## src/rtl/ecam_pkg.sv

```systemverilog
package ecam_pkg;

    typedef enum logic [1:0] {
        ST_IDLE,
        ST_ISSUE,
        ST_WAIT,
        ST_RESP
    } ecam_state_e;

    localparam logic [1:0] SZ_BYTE = 2'd0;
    localparam logic [1:0] SZ_HALF = 2'd1;

    typedef struct packed {
        logic        write;
        logic [7:0]  bus;
        logic [4:0]  dev;
        logic [2:0]  func;
        logic [3:0]  ext_reg;
        logic [5:0]  reg_no;
        logic [3:0]  be;
        logic [31:0] wdata;
    } cfg_desc_t;

endpackage

```

## src/rtl/ecam_addr_decode.sv

```systemverilog
module ecam_addr_decode
    import ecam_pkg::*;
#(
    parameter logic [31:0] BASE_ADDR = 32'h4000_0000,
    parameter logic [31:0] HIGH_ADDR = 32'h40FF_FFFF,
    parameter int          BUS_W     = 4
) (
    input  logic [31:0] addr,
    input  logic [1:0]  size,
    input  logic        write,
    input  logic [31:0] wdata,
    output logic        hit,
    output cfg_desc_t   desc
);

    always_comb begin
        hit          = (addr >= BASE_ADDR) && (addr <= HIGH_ADDR);
        desc         = '0;
        desc.write   = write;
        desc.wdata   = wdata;
        desc.bus[BUS_W-1:0] = addr[20 +: BUS_W];
        desc.dev     = addr[19:15];
        desc.func    = addr[14:12];
        desc.ext_reg = addr[11:8];
        desc.reg_no  = addr[7:2];
        unique case (size)
            SZ_BYTE: desc.be = 4'b0001 << addr[1:0];
            SZ_HALF: desc.be = addr[1] ? 4'b1100 : 4'b0011;
            default: desc.be = 4'b1111;
        endcase
    end

endmodule

```

## src/rtl/ecam_cpl_timer.sv

```systemverilog
module ecam_cpl_timer #(
    parameter int TO_W = 16
) (
    input  logic            clk,
    input  logic            rst_n,
    input  logic            start,
    input  logic            run,
    input  logic [TO_W-1:0] limit,
    output logic            expired
);

    logic [TO_W-1:0] cnt_q;

    always_comb begin
        expired = run && (({1'b0, cnt_q} + 1'b1) >= {1'b0, limit});
    end

    always_ff @(posedge clk) begin
        if (!rst_n) begin
            cnt_q <= '0;
        end else if (start) begin
            cnt_q <= '0;
        end else if (run && !expired) begin
            cnt_q <= cnt_q + 1'b1;
        end
    end

endmodule

```

## src/rtl/ecam_irq_flags.sv

```systemverilog
module ecam_irq_flags #(
    parameter int N_FLAGS = 2
) (
    input  logic               clk,
    input  logic               rst_n,
    input  logic [N_FLAGS-1:0] set,
    input  logic [N_FLAGS-1:0] clr,
    output logic [N_FLAGS-1:0] flags
);

    for (genvar i = 0; i < N_FLAGS; i++) begin : g_flag
        always_ff @(posedge clk) begin
            if (!rst_n) begin
                flags[i] <= 1'b0;
            end else if (set[i]) begin
                flags[i] <= 1'b1;
            end else if (clr[i]) begin
                flags[i] <= 1'b0;
            end
        end
    end

endmodule

```

## src/rtl/ecam_cfg_xlate.sv

```systemverilog
module ecam_cfg_xlate
    import ecam_pkg::*;
#(
    parameter logic [31:0] BASE_ADDR = 32'h4000_0000,
    parameter logic [31:0] HIGH_ADDR = 32'h40FF_FFFF,
    parameter int          TO_W      = 16
) (
    input  logic            clk,
    input  logic            rst_n,
    input  logic            bme_en,
    input  logic [TO_W-1:0] cpl_timeout,
    input  logic            s_req_valid,
    output logic            s_req_ready,
    input  logic            s_req_write,
    input  logic [31:0]     s_req_addr,
    input  logic [1:0]      s_req_size,
    input  logic            s_req_burst,
    input  logic [31:0]     s_req_wdata,
    output logic            s_rsp_valid,
    output logic            s_rsp_err,
    output logic [31:0]     s_rsp_rdata,
    output logic            cfg_valid,
    input  logic            cfg_ready,
    output logic            cfg_write,
    output logic [7:0]      cfg_bus,
    output logic [4:0]      cfg_dev,
    output logic [2:0]      cfg_func,
    output logic [3:0]      cfg_ext_reg,
    output logic [5:0]      cfg_reg,
    output logic [3:0]      cfg_be,
    output logic [31:0]     cfg_wdata,
    input  logic            cpl_valid,
    input  logic            cpl_ur,
    input  logic [31:0]     cpl_data,
    input  logic [1:0]      irq_clr,
    output logic            irq_ur,
    output logic            irq_to
);

    localparam longint WIN_SIZE = longint'(HIGH_ADDR) - longint'(BASE_ADDR) + 1;
    localparam int     WIN_BITS = $clog2(WIN_SIZE);
    localparam int     BUS_W    = WIN_BITS - 20;

    ecam_state_e state_q, state_d;
    cfg_desc_t   dec_desc, desc_q;
    logic        dec_hit, accept, refuse;
    logic        rsp_err_q;
    logic [31:0] rsp_data_q;
    logic        to_start, to_run, to_expired;
    logic [1:0]  irq_set, irq_flags;

    ecam_addr_decode #(
        .BASE_ADDR (BASE_ADDR),
        .HIGH_ADDR (HIGH_ADDR),
        .BUS_W     (BUS_W)
    ) u_decode (
        .addr  (s_req_addr),
        .size  (s_req_size),
        .write (s_req_write),
        .wdata (s_req_wdata),
        .hit   (dec_hit),
        .desc  (dec_desc)
    );

    ecam_cpl_timer #(.TO_W(TO_W)) u_timer (
        .clk     (clk),
        .rst_n   (rst_n),
        .start   (to_start),
        .run     (to_run),
        .limit   (cpl_timeout),
        .expired (to_expired)
    );

    ecam_irq_flags #(.N_FLAGS(2)) u_irq (
        .clk   (clk),
        .rst_n (rst_n),
        .set   (irq_set),
        .clr   (irq_clr),
        .flags (irq_flags)
    );

    // Next-state logic
    always_comb begin
        accept  = s_req_valid && (state_q == ST_IDLE);
        refuse  = !bme_en || s_req_burst || !dec_hit;
        state_d = state_q;
        unique case (state_q)
            ST_IDLE:  if (accept) state_d = refuse ? ST_RESP : ST_ISSUE;
            ST_ISSUE: if (cfg_ready) state_d = ST_WAIT;
            ST_WAIT:  if (cpl_valid || to_expired) state_d = ST_RESP;
            ST_RESP:  state_d = ST_IDLE;
            default:  state_d = ST_IDLE;
        endcase
    end

    // State and datapath registers
    always_ff @(posedge clk) begin
        if (!rst_n) begin
            state_q    <= ST_IDLE;
            desc_q     <= '0;
            rsp_err_q  <= 1'b0;
            rsp_data_q <= '0;
        end else begin
            state_q <= state_d;
            if (accept) begin
                rsp_err_q  <= refuse;
                rsp_data_q <= '1;
                if (!refuse) desc_q <= dec_desc;
            end else if (state_q == ST_WAIT) begin
                if (cpl_valid) begin
                    rsp_err_q  <= !desc_q.write && cpl_ur;
                    rsp_data_q <= desc_q.write ? 32'h0 : cpl_data;
                end else if (to_expired) begin
                    rsp_err_q  <= !desc_q.write;
                    rsp_data_q <= '1;
                end
            end
        end
    end

    // Outputs
    always_comb begin
        s_req_ready = (state_q == ST_IDLE);
        cfg_valid   = (state_q == ST_ISSUE);
        s_rsp_valid = (state_q == ST_RESP);
        s_rsp_err   = rsp_err_q;
        s_rsp_rdata = rsp_data_q;
        cfg_write   = desc_q.write;
        cfg_bus     = desc_q.bus;
        cfg_dev     = desc_q.dev;
        cfg_func    = desc_q.func;
        cfg_ext_reg = desc_q.ext_reg;
        cfg_reg     = desc_q.reg_no;
        cfg_be      = desc_q.be;
        cfg_wdata   = desc_q.wdata;
        to_start    = (state_q == ST_ISSUE) && cfg_ready;
        to_run      = (state_q == ST_WAIT);
        irq_set[0]  = (state_q == ST_WAIT) && cpl_valid && cpl_ur && desc_q.write;
        irq_set[1]  = (state_q == ST_WAIT) && !cpl_valid && to_expired && desc_q.write;
        irq_ur      = irq_flags[0];
        irq_to      = irq_flags[1];
    end

endmodule

```

## config.mk

```make
export PLATFORM = sky130hd
export DESIGN_NAME = ecam_cfg_xlate
export DESIGN_NICKNAME = d
export VERILOG_FILES = /design/src/rtl/ecam_pkg.sv /design/src/rtl/ecam_addr_decode.sv /design/src/rtl/ecam_cpl_timer.sv /design/src/rtl/ecam_irq_flags.sv /design/src/rtl/ecam_cfg_xlate.sv
export SDC_FILE = /design/constraint.sdc
export NUM_CORES = 1
export LEC_CHECK = 0
export ABC_AREA = 1
export ABC_CLOCK_PERIOD_IN_PS = 3000
export CORE_ASPECT_RATIO = 1.4
export CORE_MARGIN = 5
export CORE_UTILIZATION = 43
export CTS_CLUSTER_SIZE = 12
export DETAILED_ROUTE_END_ITERATION = 6
export GPL_TIMING_DRIVEN = 1
export MAX_ROUTING_LAYER = met4
export PLACE_DENSITY = 0.81
export SLEW_MARGIN = 20
export SYNTH_ARGS = -nofsm -noshare
export SYNTH_HDL_FRONTEND = slang
export SYNTH_SLANG_ARGS = --single-unit
```

## constraint.sdc

```tcl
create_clock -name clk -period 3 [get_ports clk]
set_input_delay 0.45 -clock clk [delete_from_list [all_inputs] [get_ports clk]]
set_output_delay 0.45 -clock clk [all_outputs]
set_load 0.1 [all_outputs]
```

==> results of run 1 <==
## logic make-up after synthesis
group	share of synthesized area (%)
AO/OA/AOI/OAI	17.24
buffers and inverters	11.80
XOR/XNOR	1.784
adder cells (fa/ha/maj)	4.867
flip-flops	41.53
other	0.06946
AND/OR/NAND/NOR	22.53
multiplexers	0.1854
## Yosys cell counts (2+ instances only)
cell type	number
sky130_fd_sc_hd__dfxtp_1	112
sky130_fd_sc_hd__a21oi_1	108
sky130_fd_sc_hd__nor2_1	106
sky130_fd_sc_hd__inv_1	104
sky130_fd_sc_hd__nand2_1	101
sky130_fd_sc_hd__o21ai_0	73
sky130_fd_sc_hd__clkbuf_1	23
sky130_fd_sc_hd__ha_1	21
sky130_fd_sc_hd__nand2_2	20
sky130_fd_sc_hd__nor2_2	13
sky130_fd_sc_hd__nand3_1	11
sky130_fd_sc_hd__xor2_1	10
sky130_fd_sc_hd__buf_4	8
sky130_fd_sc_hd__nand4_1	7
sky130_fd_sc_hd__buf_6	4
sky130_fd_sc_hd__buf_1	2
sky130_fd_sc_hd__buf_2	2
sky130_fd_sc_hd__buf_8	2
sky130_fd_sc_hd__nand2_4	2
sky130_fd_sc_hd__nand3b_1	2
sky130_fd_sc_hd__nor2_4	2
sky130_fd_sc_hd__o22ai_1	2
## worst max-delay path, cell delays in order, from the launching register on
cell                      delay (ps)
sky130_fd_sc_hd__dfxtp_1         370
sky130_fd_sc_hd__ha_2            200
sky130_fd_sc_hd__nand2_1          90
sky130_fd_sc_hd__nor2_4          170
sky130_fd_sc_hd__buf_4           130
sky130_fd_sc_hd__nand3_1          70
sky130_fd_sc_hd__xor2_1          140
sky130_fd_sc_hd__inv_1            70
sky130_fd_sc_hd__ha_1            280
sky130_fd_sc_hd__nand2_1          70
sky130_fd_sc_hd__a21oi_1          70
sky130_fd_sc_hd__nor2_1          140
sky130_fd_sc_hd__nand3_1         140
sky130_fd_sc_hd__nand2_4         100
sky130_fd_sc_hd__nand3_4         100
sky130_fd_sc_hd__nand2_4         120
sky130_fd_sc_hd__nand2_8          80
sky130_fd_sc_hd__buf_4           180
sky130_fd_sc_hd__nor2_1          110
sky130_fd_sc_hd__nor2_2           50
## power by group through the flow
stage / clock network, W / logic (W) / registers [W]
2_1_floorplan: 0 / 0.00140 / 0.00333
3_3_place_gp: 0 / 0.00355 / 0.00200
3_5_place_dp: 0 / 0.00359 / 0.00201
4_1_cts: 0.00120 / 0.00360 / 0.00198
5_1_grt: 0.00125 / 0.00389 / 0.00202
6_report: 0.00116 / 0.00362 / 0.00198
## area by class of cell
cell class,instances,share of cell area [%]
repair buffers,244,27.69
clock buffers,9,2.851
flip-flops and latches,112,28.40
multi-input cells,491,32.93
clock inverters,6,0.7128
inverters,106,5.037
well taps,150,2.376
## timing repair
item / CTS / global route
gates resized for setup: 0 / 13
buffers inserted: 0 / 2
setup endpoints to repair: 0 / 48
## stage by stage
stage               cells  util (%)
detailed placement   1101     61.27
global placement     1101     61.27
finish               1118     64.16
global route         1118     64.16
floorplan             750         -
CTS                  1116     63.56
## metal layers
| layer | up-vias | share of wire [%] | GRT usage, % |
|---|---|---|---|
| li1 | 2784 | - | - |
| met1 | 2280 | 41 | 22.43 |
| met2 | 186 | 50 | 33.49 |
| met3 | 29 | 6.1 | 4.222 |
| met4 | 0 | 2.8 | 7.744 |
| met5 | - | 0 | - |
## worst max path at each step
stage,startpoint,to
global route,u_timer.cnt_q[2]$_SDFFE_PP0P_,s_rsp_rdata[29]$_SDFFE_PN0P_
finish,u_timer.cnt_q[0]$_SDFFE_PP0P_,s_rsp_rdata[25]$_SDFFE_PN0P_
detailed placement,u_timer.cnt_q[1]$_SDFFE_PP0P_,s_rsp_rdata[14]$_SDFFE_PN0P_
global placement,u_timer.cnt_q[2]$_SDFFE_PP0P_,s_rsp_rdata[28]$_SDFFE_PN0P_
CTS,u_timer.cnt_q[1]$_SDFFE_PP0P_,s_rsp_rdata[14]$_SDFFE_PN0P_
floorplan,u_timer.cnt_q[4]$_SDFFE_PP0P_,s_rsp_rdata[13]$_SDFFE_PN0P_
==> summary.json, run 1 <==
{
  "result_of_the_run": "finished, final reports clean",
  "sw_frac_of_total_pct": 49.64,
  "clock_path_buffers": 2,
  "drt_iter0_drc": 168,
  "placementRows": 48,
  "initial_utilization_pct": 43.85,
  "worst-endpoint-required_ps": 3240,
  "final.hold.worst_slack_ps": 444.0,
  "sequential_element_share_of_the_synthesized_area_pct": 41.53,
  "detail_route.first_pass.iterations": 4,
  "hp-start": "cfg_dev[3]$_SDFFE_PN0P_",
  "multi_input_comb_area_um2": 2601,
  "synthDominantCellAreaShare_pct": 41.53,
  "layout.cells.most_common": "sky130_fd_sc_hd__clkdlybuf4s50_1",
  "hold_path_depth": 2,
  "critical_path_arrival_ps": 3030,
  "post-route-drc-count": 0,
  "final.setup.tns_ps": 0,
  "nNetsFinal": 1110,
  "finalWorstPathRequiredPeriod_ps": 2795,
  "finalPower_w": 0.006766,
  "fmaxAchievable_mhz": 357.8,
  "share_comb_of_total_power_pct": 53.6,
  "report.final.hold_viol_count": 0,
  "core_region_area_um2": 12310,
  "hold_path.class": "reg2reg",
  "antenna_found_initial": 0,
  "routabilityCongestion": 0.8468,
  "cts.clk_slew.worst_paths_ps": 80,
  "worst-setup-path-type": "reg2reg",
  "power.internal_w": 0.003408,
  "via_per_inst": 4.722,
  "tightest_slew_ps": 502.5,
  "detail-route-antenna-nets": 0,
  "final.fill_count": 1069,
  "fp.dieH_um": 142.6,
  "area_taken_by_flip_flops_and_latches_um2": 2243,
  "detailedPlace.worstSlack_ps": 127.2,
  "slew_headroom_pct": 66.50,
  "synthToLayoutAreaGrowth_pct": 46.30,
  "final_cell_mix": "sky130_fd_sc_hd__clkdlybuf4s50_1 (123), sky130_fd_sc_hd__buf_4 (116), sky130_fd_sc_hd__dfxtp_1 (111)",
  "dominantRegCellSynth": "sky130_fd_sc_hd__dfxtp_1",
  "postSynthAreaPerCell_um2": 7.227,
  "detail_route.wl_per_cell_um": 13.43,
  "post_dp_cell_area_um2": 7543,
  "hold_end": "cfg_dev[3]$_SDFFE_PN0P_",
  "via_count_of_the_first_global_routing_pass": 5015,
  "io_buffers": 221,
  "setup_failing_eps_final": 0,
  "yosysTopAreaCell": "sky130_fd_sc_hd__dfxtp_1",
  "worst_skew_pair.late_latency_ps": 350,
  "antennaDiodeCount": 0,
  "yosys_warnings": 0,
  "finalWirelength_um": 15020,
  "die_area_um2": 14930,
  "timing.final.ws_setup_ps": 205.2,
  "final_cell_area_um2": 7899,
  "path_max_fanout": 6,
  "cts_made_buffers": 9,
  "synth_seq_cells": 112,
  "cts_root_buf": "sky130_fd_sc_hd__clkbuf_16",
  "count_of_max_cap_constraint_violations": 0,
  "worstSetupStartpointType": "flip-flop",
  "syn_inst": 747,
  "synthArstFlopShare_pct": 0,
  "switchingPower_w": 0.003359,
  "postCtsHoldBufs": 0,
  "synth.cell_area_um2": 5399,
  "final_layout_size_suffix_gt1_share_pct": 19.63,
  "pin_count": 226,
  "critical_path.reg2reg.endpoint": "s_rsp_rdata[25]$_SDFFE_PN0P_",
  "r2r_cells": 19,
  "grt_pass1_wl_um": 23440,
  "post_synth_edffs": 0,
  "ctsHtreeMaxLevel": 3,
  "yosys.cell_types.count": 34,
  "pwr-share-seq_pct": 29.3,
  "vias": 5279,
  "worst_r2r_startpoint": "u_timer.cnt_q[0]$_SDFFE_PP0P_",
  "vdd_drop_max_uv": 411.6,
  "power.clock.fraction_pct": 17.1,
  "grt_max_degree": 55,
  "final-max-slew-violation-count": 0,
  "ys_top_cells_by_area": "sky130_fd_sc_hd__dfxtp_1 (42%), sky130_fd_sc_hd__a21oi_1 (10%), sky130_fd_sc_hd__nor2_1 (7.4%), sky130_fd_sc_hd__inv_1 (7.2%), sky130_fd_sc_hd__nand2_1 (7.0%)",
  "p_leak_nw": 3.549,
  "overflow": 0,
  "finClkSkew_ps": 11.10,
  "die_x_um": 104.7,
  "rrSetupSlack_ps": 210,
  "post-dp-hpwl_um": 11250,
  "final.period_utilization_pct": 93.16,
  "clkSinkCount": 112,
  "critPathCaptureType": "flip-flop",
  "cts_tree": "yes",
  "power-per-cell-area_nw_per_um2": 856.6,
  "grt_use_total_pct": 19.61
}
(Power assumes the default switching activity.)
==> run 2, diff against run 1 <==
--- a/config.mk
+++ b/config.mk
@@ -7,7 +7,7 @@
 export LEC_CHECK = 0
 export ABC_AREA = 1
 export ABC_CLOCK_PERIOD_IN_PS = 3000
-export CORE_ASPECT_RATIO = 1.4
+export CORE_ASPECT_RATIO = 0.5
 export CORE_MARGIN = 5
 export CORE_UTILIZATION = 43
 export CTS_CLUSTER_SIZE = 12
@@ -15,6 +15,7 @@
 export GPL_TIMING_DRIVEN = 1
 export MAX_ROUTING_LAYER = met4
 export PLACE_DENSITY = 0.81
+export SKIP_CTS_REPAIR_TIMING = 1
 export SLEW_MARGIN = 20
 export SYNTH_ARGS = -nofsm -noshare
 export SYNTH_HDL_FRONTEND = slang
==> run 2 against run 1 <==
- first-iteration DRC count up 100%
- critical endpoint is now s_rsp_rdata[21]$_SDFFE_PN0P_
- largest power group unchanged
- cell area is 1.2% higher
- register-to-register slack got worse by 30 ps
- global-route usage up 1.1 points
- count of clock-buffer cells in the layout unchanged
- core utilization increased by 2.2 points
- clock skew is 0.65 ps lower
==> summary.json, run 2 (synthesis gave the netlist of run 1 again) <==
{
  "cts.clk_slew.worst_paths": {"value": 80, "unit": "ps", "change": "about the same"},
  "detail-route-antenna-nets": {"value": 0, "change": "unchanged"},
  "final_core_util": {"value": 66.32, "unit": "%", "change": "was 64.16%"},
  "grt_pass1_wl": {"value": 24340, "unit": "µm", "change": "was 23440 µm"},
  "setup_failing_eps_final": {"value": 0, "change": "unchanged"},
  "p_leak": {"value": 3.619, "unit": "nW", "change": "was 3.549 nW"},
  "ctsHtreeMaxLevel": {"value": 3, "change": "unchanged"},
  "final.hold.worst_slack": {"value": 446.2, "unit": "ps", "change": "was 444.0 ps"},
  "cp.buffers_inverters": {"value": 2, "change": "was 3"},
  "grt_use_total": {"value": 20.70, "unit": "%", "change": "was 19.61%"},
  "critPathCaptureType": {"value": "flip-flop", "change": "unchanged"},
  "antennaDiodeCount": {"value": 0, "change": "unchanged"},
  "die_area": {"value": 15030, "unit": "µm²", "change": "was 14930 µm²"},
  "detailroute.wirelength.met3": {"value": 676, "unit": "µm", "change": "was 909 µm"},
  "finClkSkew": {"value": 10.45, "unit": "ps", "change": "was 11.10 ps"},
  "clkSinkCount": {"value": 112, "change": "unchanged"},
  "rsz0062_at_grt": "yes",
  "drt_iter0_drc": {"value": 340, "change": "was 168"},
  "critical_path_arrival": {"value": 3080, "unit": "ps", "change": "was 3030 ps"},
  "antenna_found_initial": {"value": 0, "change": "unchanged"},
  "pin_count": {"value": 226, "change": "unchanged"},
  "final.period_utilization": {"value": 94.30, "unit": "%", "change": "was 93.16%"},
  "result_of_the_run": {"value": "finished, final reports clean", "change": "unchanged"},
  "final-max-slew-violation-count": {"value": 0, "change": "unchanged"},
  "nNetsFinal": {"value": 1122, "change": "was 1110"},
  "vdd_drop_max": {"value": 436.7, "unit": "µV", "change": "was 411.6 µV"},
  "finalWirelength": {"value": 16110, "unit": "µm", "change": "was 15020 µm"},
  "startpoint": {"value": "u_timer.cnt_q[2]$_SDFFE_PP0P_", "change": "was u_timer.cnt_q[0]$_SDFFE_PP0P_"},
  "die_x": {"value": 168.5, "unit": "µm", "change": "was 104.7 µm"},
  "power-per-cell-area": {"value": 865.8, "unit": "nW/µm²", "change": "was 856.6 nW/µm²"},
  "vias": {"value": 5429, "change": "was 5279"},
  "rrSetupSlack": {"value": 170, "unit": "ps", "change": "was 210 ps"},
  "routabilityCongestion": {"value": 0.8733, "change": "was 0.8468"},
  "worstSetupStartpointType": {"value": "flip-flop", "change": "unchanged"},
  "placementRows": {"value": 28, "change": "was 48"},
  "core_region_area": {"value": 12050, "unit": "µm²", "change": "was 12310 µm²"},
  "cts_tree": {"value": "yes", "change": "unchanged"},
  "m1WireLength": {"value": 6514, "unit": "µm", "change": "was 6221 µm"},
  "r2r_cells": {"value": 18, "change": "was 19"},
  "multi_input_comb_area": {"value": 2579, "unit": "µm²", "change": "was 2601 µm²"},
  "fmaxAchievable": {"value": 353.5, "unit": "MHz", "change": "was 357.8 MHz"},
  "tightest_slew": {"value": 977.9, "unit": "ps", "change": "was 502.5 ps"},
  "final_layout_size_suffix_gt1_share": {"value": 20.90, "unit": "%", "change": "was 19.63%"},
  "overflow": {"value": 0, "change": "unchanged"},
  "crit_family": {"value": "simple AND/OR/NAND/NOR gates", "change": "unchanged"},
  "worst_path_cell_chain": {"value": "nand3_2 -> nor4_4 -> buf_4 -> nand2_1 -> xnor2_1 -> ha_1 -> nand2_1 -> nor2_4 -> nand4_1 -> nor2_2 -> nand2_4 -> nand3_4 -> nand2_4 -> nand2_8 -> buf_4 -> nand2_1 -> nand2_1 -> nor2_1", "change": "was ha_2 -> nand2_1 -> nor2_4 -> buf_4 -> nand3_1 -> xor2_1 -> inv_1 -> ha_1 -> nand2_1 -> a21oi_1 -> nor2_1 -> nand3_1 -> nand2_4 -> nand3_4 -> nand2_4 -> nand2_8 -> buf_4 -> nor2_1 -> nor2_2"},
  "via_count_of_the_first_global_routing_pass": {"value": 5081, "change": "was 5015"},
  "wl_met2": {"value": 8543, "unit": "µm", "change": "was 7465 µm"},
  "post-dp-hpwl": {"value": 11950, "unit": "µm", "change": "was 11250 µm"},
  "cts_root_buf": {"value": "sky130_fd_sc_hd__clkbuf_16", "change": "unchanged"},
  "worst-setup-path-type": {"value": "reg2reg", "change": "unchanged"},
  "critical_path.reg2reg.endpoint": {"value": "s_rsp_rdata[21]$_SDFFE_PN0P_", "change": "was s_rsp_rdata[25]$_SDFFE_PN0P_"},
  "cts_made_buffers": {"value": 9, "change": "unchanged"},
  "critical_path_cell_count": {"value": 18, "change": "was 19"},
  "io_buffers": {"value": 221, "change": "unchanged"},
  "report.final.hold_viol_count": {"value": 0, "change": "unchanged"},
  "layout.cells.most_common": {"value": "sky130_fd_sc_hd__buf_4", "change": "was sky130_fd_sc_hd__clkdlybuf4s50_1"},
  "grt_max_degree": {"value": 52, "change": "was 55"},
  "initial_utilization": {"value": 44.80, "unit": "%", "change": "was 43.85%"},
  "count_of_max_cap_constraint_violations": {"value": 0, "change": "unchanged"},
  "critical_path.most_common_cell": "sky130_fd_sc_hd__nand2_1",
  "hold_path.class": {"value": "reg2reg", "change": "unchanged"},
  "finalWorstPathRequiredPeriod": {"value": 2829, "unit": "ps", "change": "was 2795 ps"},
  "slew_headroom": {"value": 34.40, "unit": "%", "change": "was 66.50%"},
  "endpoint": {"value": "s_rsp_rdata[21]$_SDFFE_PN0P_", "change": "was s_rsp_rdata[25]$_SDFFE_PN0P_"},
  "synthToLayoutAreaGrowth": {"value": 48.04, "unit": "%", "change": "was 46.30%"},
  "final.fill_count": {"value": 1060, "change": "was 1069"},
  "topmost_layer_with_routed_signal_wires": {"value": "met4", "change": "unchanged"},
  "path_max_fanout": {"value": 11, "change": "was 6"},
  "detail_route.first_pass.iterations": {"value": 4, "change": "unchanged"},
  "via_per_inst": {"value": 4.737, "change": "was 4.722"},
  "worst_skew_pair.late_latency": {"value": 360, "unit": "ps", "change": "was 350 ps"},
  "clock_path_buffers": {"value": 2, "change": "unchanged"},
  "critPathMaxStageDelay": {"value": 390, "unit": "ps", "change": "was 370 ps"},
  "area_taken_by_flip_flops_and_latches": {"value": 2248, "unit": "µm²", "change": "was 2243 µm²"},
  "timing.critical_path.slowest_stage_cell": {"value": "sky130_fd_sc_hd__nor4_4", "change": "was sky130_fd_sc_hd__dfxtp_1"},
  "worst-endpoint-required": {"value": 3250, "unit": "ps", "change": "was 3240 ps"},
  "detail_route.wl_per_cell": {"value": 14.06, "unit": "µm", "change": "was 13.43 µm"},
  "final_cell_mix": {"value": "sky130_fd_sc_hd__buf_4 (130), sky130_fd_sc_hd__clkdlybuf4s50_1 (123), sky130_fd_sc_hd__dfxtp_1 (109)", "change": "was sky130_fd_sc_hd__clkdlybuf4s50_1 (123), sky130_fd_sc_hd__buf_4 (116), sky130_fd_sc_hd__dfxtp_1 (111)"},
  "fp.dieH": {"value": 89.24, "unit": "µm", "change": "was 142.6 µm"},
  "post-route-drc-count": {"value": 0, "change": "unchanged"},
  "worst_r2r_startpoint": {"value": "u_timer.cnt_q[2]$_SDFFE_PP0P_", "change": "was u_timer.cnt_q[0]$_SDFFE_PP0P_"}
}
==> run 2: cell count changes in the layout (fill, tap and decap cells not counted), moves of 2 or more <==
cell                      before  now
sky130_fd_sc_hd__xor2_2        2    0
sky130_fd_sc_hd__buf_12        4    0
sky130_fd_sc_hd__xor2_1        8   10
sky130_fd_sc_hd__buf_4       116  130
sky130_fd_sc_hd__dfxtp_1     111  109
sky130_fd_sc_hd__nor2_2       16   20
sky130_fd_sc_hd__nor2_1      101   98
sky130_fd_sc_hd__ha_1         19   21
==> run 2: worst min path at each step <==
stage	startpoint	to	slack, ps	cells past startpoint
6_report	cfg_wdata[1]$_SDFFE_PN0P_	cfg_wdata[1]$_SDFFE_PN0P_	450	2
5_1_grt	cfg_wdata[10]$_SDFFE_PN0P_	cfg_wdata[10]$_SDFFE_PN0P_	470	2
4_1_cts	cfg_reg[5]$_SDFFE_PN0P_	cfg_reg[5]$_SDFFE_PN0P_	450	2
3_5_place_dp	cfg_reg[5]$_SDFFE_PN0P_	cfg_reg[5]$_SDFFE_PN0P_	440	2
3_3_place_gp	cfg_wdata[1]$_SDFFE_PN0P_	cfg_wdata[1]$_SDFFE_PN0P_	430	2
2_1_floorplan	u_timer.cnt_q[11]$_SDFFE_PP0P_	u_timer.cnt_q[11]$_SDFFE_PP0P_	450	2
==> run 2: routing by layer <==
metal  GRT usage (%)  vias to the layer above
met1           22.58                     2460
met2           38.28                      129
li1                -                     2811
met4           6.775                        0
met3           4.638                       29
met5               -                        -
==> run 2: per-stage QoR <==
stage               TNS [ps]  instance area (µm²)  instances  power, W  worst slack (ps)
floorplan                  0                 5410        750  0.004734             405.8
detailed placement         0                 7532       1117  0.005532             50.33
global route          -460.3                 7993       1146  0.007308            -37.25
CTS                        0                 7829       1133  0.006739             14.58
finish                     0                 7993       1146  0.006920             171.1
global placement           0                 7532       1117  0.005465             124.3
==> run 2: layout make-up <==
cell class	instances	share of cell area (%)
Multi-Input combinational cell	491	32.26
Timing Repair Buffer	256	28.33
Sequential cell	112	28.13
Inverter	106	4.978
Clock buffer	9	2.818
Tap cell	165	2.583
Clock inverter	7	0.8923
==> run 2: power by group <==
part | internal [W] | switching (W) | total (W)
Sequential | 0.00179 | 0.000205 | 0.00199
Clock | 0.000589 | 0.000618 | 0.00121
Combinational | 0.00110 | 0.00262 | 0.00372
Total | 0.00348 | 0.00344 | 0.00692
==> run 2: worst register-to-register path, delay by kind of cell (launching register included) <==
kind | cells | cell delay (ps)
and+or+nand+nor | 14 | 1570
DFF | 1 | 370
buffers and inverters | 2 | 360
adders and majority gates | 1 | 280
xor gates and xnor gates | 1 | 140
